**src/rtl/panel_fmt.sv**
```systemverilog
module panel_fmt #(
  parameter int DW = 18,
  parameter int AW = 12
) (
  input  logic          clk,
  input  logic          rst_n,
  input  logic          psel,
  input  logic          penable,
  input  logic          pwrite,
  input  logic [AW-1:0] paddr,
  input  logic [31:0]   pwdata,
  output logic [31:0]   prdata,
  output logic          pready,
  output logic          pslverr,
  input  logic          lcd_en,
  input  logic [DW-1:0] lcd_data,
  input  logic          lcd_hsync,
  input  logic          lcd_vsync,
  input  logic          lcd_de,
  output logic          pan_clk,
  output logic [DW-1:0] pan_data,
  output logic          pan_hsync,
  output logic          pan_vsync,
  output logic          pan_de,
  output logic          pan_sps,
  output logic          pan_gclk,
  output logic          pan_mod
);
  localparam int FW = 6;
  localparam int CW = FW + 1;
  localparam int NW = 5;

  logic [15:0] setup_q, ctrl_q, tim1_q, tim2_q;
  logic [FW-1:0] sps_d, sps_w, gck_d, gck_w;
  logic [NW-1:0] mod_n, mod_cnt;
  logic [CW-1:0] cnt;
  logic en_q, de_q, sps_q;
  logic f_hs, f_vs, f_de, f_sps, f_gck, f_mod;
  logic [DW-1:0] f_data;

  wire rsvd = |paddr[AW-1:4];
  wire wr   = psel & penable & pwrite & ~rsvd;
  wire fmt  = setup_q[0];

  assign pready  = 1'b1;
  assign pslverr = psel & penable & rsvd;

  always_ff @(posedge clk or negedge rst_n)
    if (!rst_n) begin
      setup_q <= 16'h000C;
      ctrl_q  <= 16'h0000;
      tim1_q  <= 16'h1000;
      tim2_q  <= 16'h0000;
    end else if (wr) begin
      case (paddr[3:2])
        2'd0: setup_q <= pwdata[15:0];
        2'd1: ctrl_q  <= pwdata[15:0];
        2'd2: tim1_q  <= pwdata[15:0];
        default: tim2_q <= pwdata[15:0];
      endcase
    end

  always_comb begin
    prdata = '0;
    if (psel && !rsvd)
      case (paddr[3:2])
        2'd0: prdata[15:0] = setup_q;
        2'd1: prdata[15:0] = ctrl_q;
        2'd2: prdata[15:0] = tim1_q;
        default: prdata[15:0] = tim2_q;
      endcase
  end

  always_ff @(posedge clk or negedge rst_n)
    if (!rst_n) begin
      en_q  <= 1'b0;
      sps_d <= '0; sps_w <= '0; gck_d <= '0; gck_w <= '0;
      mod_n <= NW'(2);
    end else begin
      en_q <= lcd_en;
      if (lcd_en && !en_q) begin
        sps_d <= tim1_q[FW-1:0];
        sps_w <= tim1_q[2*FW-1:FW];
        gck_d <= tim2_q[FW-1:0];
        gck_w <= tim2_q[2*FW-1:FW];
        mod_n <= {1'b0, tim1_q[15:12]} + NW'(1);
      end
    end

  always_ff @(posedge clk or negedge rst_n)
    if (!rst_n) begin
      de_q <= 1'b0;
      cnt  <= '1;
    end else begin
      de_q <= lcd_de;
      if (lcd_de && !de_q) cnt <= '0;
      else if (cnt != '1) cnt <= cnt + CW'(1);
    end

  wire in_sps = (cnt >= {1'b0, sps_d}) && (cnt < ({1'b0, sps_d} + {1'b0, sps_w}));
  wire in_gck = (cnt >= {1'b0, gck_d}) && (cnt < ({1'b0, gck_d} + {1'b0, gck_w}));
  wire sps_int = en_q & fmt & in_sps;
  wire gck_int = en_q & fmt & in_gck;
  wire mod_int = lcd_en & (ctrl_q[0] | (mod_cnt >= mod_n));

  always_ff @(posedge clk or negedge rst_n)
    if (!rst_n) begin
      sps_q   <= 1'b0;
      mod_cnt <= '0;
    end else begin
      sps_q <= sps_int;
      if (!lcd_en) mod_cnt <= '0;
      else if (sps_int && !sps_q && mod_cnt != '1) mod_cnt <= mod_cnt + NW'(1);
    end

  always_ff @(negedge clk or negedge rst_n)
    if (!rst_n) begin
      f_data <= '0;
      {f_hs, f_vs, f_de, f_sps, f_gck, f_mod} <= '0;
    end else begin
      f_data <= lcd_data;
      f_hs   <= lcd_hsync;
      f_vs   <= lcd_vsync;
      f_de   <= lcd_de;
      f_sps  <= sps_int;
      f_gck  <= gck_int;
      f_mod  <= mod_int;
    end

  assign pan_clk   = clk;
  assign pan_data  = fmt ? f_data : lcd_data;
  assign pan_hsync = fmt ? f_hs : lcd_hsync;
  assign pan_vsync = fmt ? f_vs : lcd_vsync;
  assign pan_de    = fmt ? f_de : lcd_de;
  assign pan_sps   = fmt & f_sps;
  assign pan_gclk  = fmt & f_gck;
  assign pan_mod   = fmt & f_mod;

  wire unused_bits = ^{setup_q[15:1], ctrl_q[15:1], tim2_q[15:12], paddr[1:0], pwdata[31:16]};
endmodule

```
**config.mk**
```make
export PLATFORM = sky130hd
export DESIGN_NAME = panel_fmt
export DESIGN_NICKNAME = d
export VERILOG_FILES = /design/src/rtl/panel_fmt.sv
export SDC_FILE = /design/constraint.sdc
export NUM_CORES = 1
export LEC_CHECK = 0
export BUFFER_PORTS_ARGS = -buffer_cell sky130_fd_sc_hd__buf_2
export CORE_ASPECT_RATIO = 0.75
export CORE_MARGIN = 3
export CORE_UTILIZATION = 40
export CTS_CLUSTER_DIAMETER = 40
export CTS_CLUSTER_SIZE = 30
export DETAILED_ROUTE_END_ITERATION = 6
export GPL_ROUTABILITY_DRIVEN = 0
export GPL_TIMING_DRIVEN = 0
export HOLD_SLACK_MARGIN = 0.1
export PLACE_DENSITY = 0.62
export RECOVER_POWER = 100
export SLEW_MARGIN = 20
export SYNTH_ARGS = -nofsm -noshare
export SYNTH_HDL_FRONTEND = slang
export SYNTH_SLANG_ARGS = --single-unit
export TNS_END_PERCENT = 10
```
**constraint.sdc**
```tcl
create_clock -name clk -period 7 [get_ports clk]
set_input_delay 0.35 -clock clk [delete_from_list [all_inputs] [get_ports clk]]
set_output_delay 0.35 -clock clk [all_outputs]
set_load 0.05 [all_outputs]
```
After elaboration in Yosys (flattened, before gate mapping):

Index checks and enable logic that the tools add are counted.
W data, S select, Z words.

* register bits: 132
* word-level logic and storage cells: 79

* add/subtract/negate cells: 5
* $lt $le $gt $ge: 5
* equal/unequal tests: 5
* mux-type cells: 10
* bitwise operators: 14
* reduce and logical (&&, ||, !) cells: 19

Operators with widths (number)
* $pmux W16 S3: 1
* $mux W18: 1
* $mux W16: 1
* $add A6 B6 Y7: 2
* $ge A7 B6 Y1: 2
* $lt A7 B7 Y1: 2
* $mux W7: 2
* $and A1 B1 Y1: 11
* $mux W5: 2
* $reduce_and A2 Y1: 4
* $reduce_or A8 Y1: 1
* $add A7 B1 Y7 const B: 1
* $logic_and A1 B1 Y1: 7
* $ne A7 B7 Y1 const B: 1
* $add A4 B1 Y5 const B: 1
* $add A5 B1 Y5 const B: 1
* $ge A5 B5 Y1: 1
* $ne A5 B5 Y1 const B: 1
* $logic_not A1 Y1: 4
* $mux W1: 3
* $reduce_or A3 Y1: 1
* $eq A2 B1 Y1 const B: 1
* $eq A2 B2 Y1 const B: 1
* $logic_not A2 Y1: 1
* other kinds (4): 5

Logic depth before layout (Yosys ltp):

* word-level depth: 8
* gate-level depth with buffers: 13
* gate-level depth less buffers: 13

==> metrics.md <==
| Metric | Value |
|---|---|
| Worst-Margin Slew | `~2.4 ns` |
| Die Width | `between 150 and 200 um` |
| NetSw | `roughly 0.00055 W` |
| RSZ-0062 raised after global routing | `no` |
| Worst setup endpoint | `f_sps` |
| Routed WL per cell | `between 15 and 20 um` |
| Max VDD drop | `roughly 0.11 mV` |
| Ys Warns | `0` |
| Seq/Total Area, Yosys | `a little under half` |
| FF-to-FF Start | `sps_d[1]` |
| Layout area overhead | `21.32%` |
| Top delay family on crit path | `compound AO/OA/AOI/OAI gates` |
| Starting Density | `about 42%` |
| Syn Area/Cell | `approximately 13 sq um` |
| Layout cells sized above 1 | `~30%` |
| Dominant synthesized flop cell | `dfrtp_1` |
| Worst setup path class | `flop to flop` |
| Die Y | `between 100 and 150 um` |
| LEAKAGE | `4.086 nW` |
| Seq pwr share | `a little under two fifths` |
| Combinational share of power | `a little under an eighth` |
| Clk slew on worst S/H paths | `0.06 ns` |
| Routed vias/inst | `5.092` |
| Hold slack | `slightly below 0.5 ns` |
| Critical-path top delay cell | `dfrtp_1` |
| Total setup buffers inserted after CTS | `0` |
| Max_cap viols | `1` |
| Routed Antenna Nets | `0` |
| Sw frac | `between 20% and 30%` |
| Die ar. | `between 0.015 and 0.02 sq mm` |
| Ys async rst share | `100.0%` |
| R2r setup slk | `~0.75 ns` |
| Most common cell after layout, fill and taps aside | `dfrtp_1` |
| Commonest cells after routing, fill and taps aside | `dfrtp_1 (97), mux2_2 (90), clkbuf_1 (74)` |
| Critical path's largest stage delay | `approximately 0.43 ns` |
| Worst r2r path cells | `10` |
| Antenna violations before repair | `0` |
| Final Power | `0.002144 W` |
| Initial DRC count | `between 150 and 200` |
| Final net count | `approximately 800` |
| Hold Violations, Final | `0` |
| # rows | `40` |
| Overflow after GRT | `0` |
| Detailed Place HPWL | `11700 um` |
| WL final | `15790 um` |
| Setup TNS | `0 ns` |
| Maximum number of pins on one net before global-route repair | `~90` |
| I/O pin cnt | `between 100 and 150` |
| Vias in the first global route | `4671` |
| Slew HR | `-61.20%` |
| Internal power | `about 0.0016 W` |
| TritonCTS clock tree | `built` |
| Setup-failing EPs final | `0` |
| Worst Setup SP | `sps_d[1]` |
| Gr usage total | `between 10% and 20%` |
| #FFs+latches synth | `132` |
| Clk_lat worst skew | `about 0.53 ns` |
| Failing checks | `max-capacitance violations, max-slew violations` |
| Clock skew | `slightly below 0.006 ns` |
| Syn Std Cell Area | `about 0.0069 sq mm` |
| Status | `finished with violations` |
| Vias | `around 4500` |
| Final Instance Area | `around 0.0084 sq mm` |
| Hold Crit Class | `flop to flop` |
| Clock Power Share | `between 50 and 60%` |
| WP data required | `4.04 ns` |
| Final core occ | `51.02%` |
| Crit path DAT | `about 3.3 ns` |
| Critical R2R Capture | `f_sps` |
| Count of different cell masters after synthesis | `50` |
| # fillers | `between 1000 and 1500` |
| Post-CTS Hold Fix Bufs | `19` |
| Cts repair resizes | `0` |
| Diodes inserted | `0` |
| Critical path depth | `10` |
| Fin. max-slew vios | `43` |
| First-pass DRT Iterations | `4` |
| Buf/Inv on CP | `0` |
| First-pass GRT wire length | `between 20000 and 30000 um` |
| DRC | `0` |
| Type of element capturing the critical path | `flop` |
| Core Box Area | `~0.016 sq mm` |
| DP Area | `roughly 0.0077 sq mm` |
| Cell count after synthesis | `518` |
| Port Buffers | `slightly above 90` |
| Cell chain of the critical path | `ha_1 > a21o_1 > a21oi_1 > o21bai_1 > a21oi_1 > xor2_1 > ha_1 > a21o_1 > a211oi_1 > and3_1` |
| Post-synth EDFFs | `0` |
| Critical path fanouts, max | `4` |
| Startpoint Class | `flop` |
| Pwr Density | `about 260 mW/mm^2` |
[state kept, by name, summed over array words and instances, names as in the netlist, 5 cells and up]
signal	count
cnt	7
ctrl_q	16
f_data	18
gck_d	6
gck_w	6
mod_cnt	5
mod_n	5
setup_q	16
sps_d	6
sps_w	6
tim1_q	16
tim2_q	16
[metrics by stage]
stage | std cells | setup WS, ns
2_1_floorplan | 533 | 1.252
3_3_place_gp | 836 | 0.5677
3_5_place_dp | 837 | 0.8159
4_1_cts | 890 | 0.7799
5_1_grt | 890 | 0.5293
6_report | 890 | 0.7501
[Yosys cell counts (all sizes together), types with 5 or more instances]
cell	count	share of area, %
mux2	110	19
dfrtp	97	35
ha	45	8.1
buf	29	3.6
dfrtn	24	8.7
inv	23	1.2
and3	19	1.7
mux4	16	5.2
a21oi	15	1.1
nor2	14	0.87
nand2	13	0.74
o21ai	12	0.87
dfstp	11	4.2
nand3	10	0.80
a21o	9	0.98
clkbuf	9	0.63
xnor2	9	1.1
a211oi	6	0.65
and2	5	0.45
nor3	5	0.43
xor2	5	0.63
[layer usage]
metal  vias up  global-route usage, %  share of wire (%)
met5         -                      0                  0
met4         0                  5.691                1.1
met3        12                  5.371                4.7
met2       111                  25.61                 44
met1      2273                  24.99                 50
li1       2136                      -                  -
[cell type report]
type	count	area, sq um	share of cell area (%)
sequential	132	3317	39.48
multi-input combinational	340	3172	37.76
timing repair buffer	112	604.3	7.194
clock buffer	22	508.0	6.047
tap	210	262.8	3.128
buffer	38	244.0	2.904
clock inverter	13	206.4	2.458
inverter	23	86.33	1.028
[how the worst min path moves through the flow]
stage	end	from	slack, ns	depth (start not counted)
6_report	mod_n[3]	mod_n[3]	0.48	2
5_1_grt	en_q	lcd_en	0.50	2
4_1_cts	setup_q[0]	rst_n	0.31	2
3_5_place_dp	setup_q[0]	rst_n	0.27	1
3_3_place_gp	mod_n[3]	mod_n[3]	0.48	2
2_1_floorplan	ctrl_q[0]	rst_n	0.05	0
[kinds of logic (layout without fill, tap and decap cells)]
kind of cell               count (synthesis)  in the layout  synth area share, %
muxes                                    127            127                24.32
DFF                                      132            132                47.90
buffers and inverters                     61            208                5.493
and+or+nand+nor                           82             82                6.939
adders and majority gates                 47             47                8.710
xor gates and xnor gates                  14             14                1.771
AOI/OAI and AO/OA                         53             53                4.752
other                                      2             17               0.1085
[power by group through the flow]
stage	registers, W	logic [W]	clock network, W
floorplan	0.000818	0.000166	0.0000308
global placement	0.000825	0.000232	0.0000349
detailed placement	0.000826	0.000244	0.0000349
CTS	0.000813	0.000253	0.00111
global route	0.000816	0.000276	0.00115
finish	0.000812	0.000246	0.00109
[worst min-delay path, cell delays in order (launching register included)]
cell	delay, ns
dfrtp_1	0.34
nand2_1	0.05
o21ai_0	0.06
(Power assumes the default switching activity.)
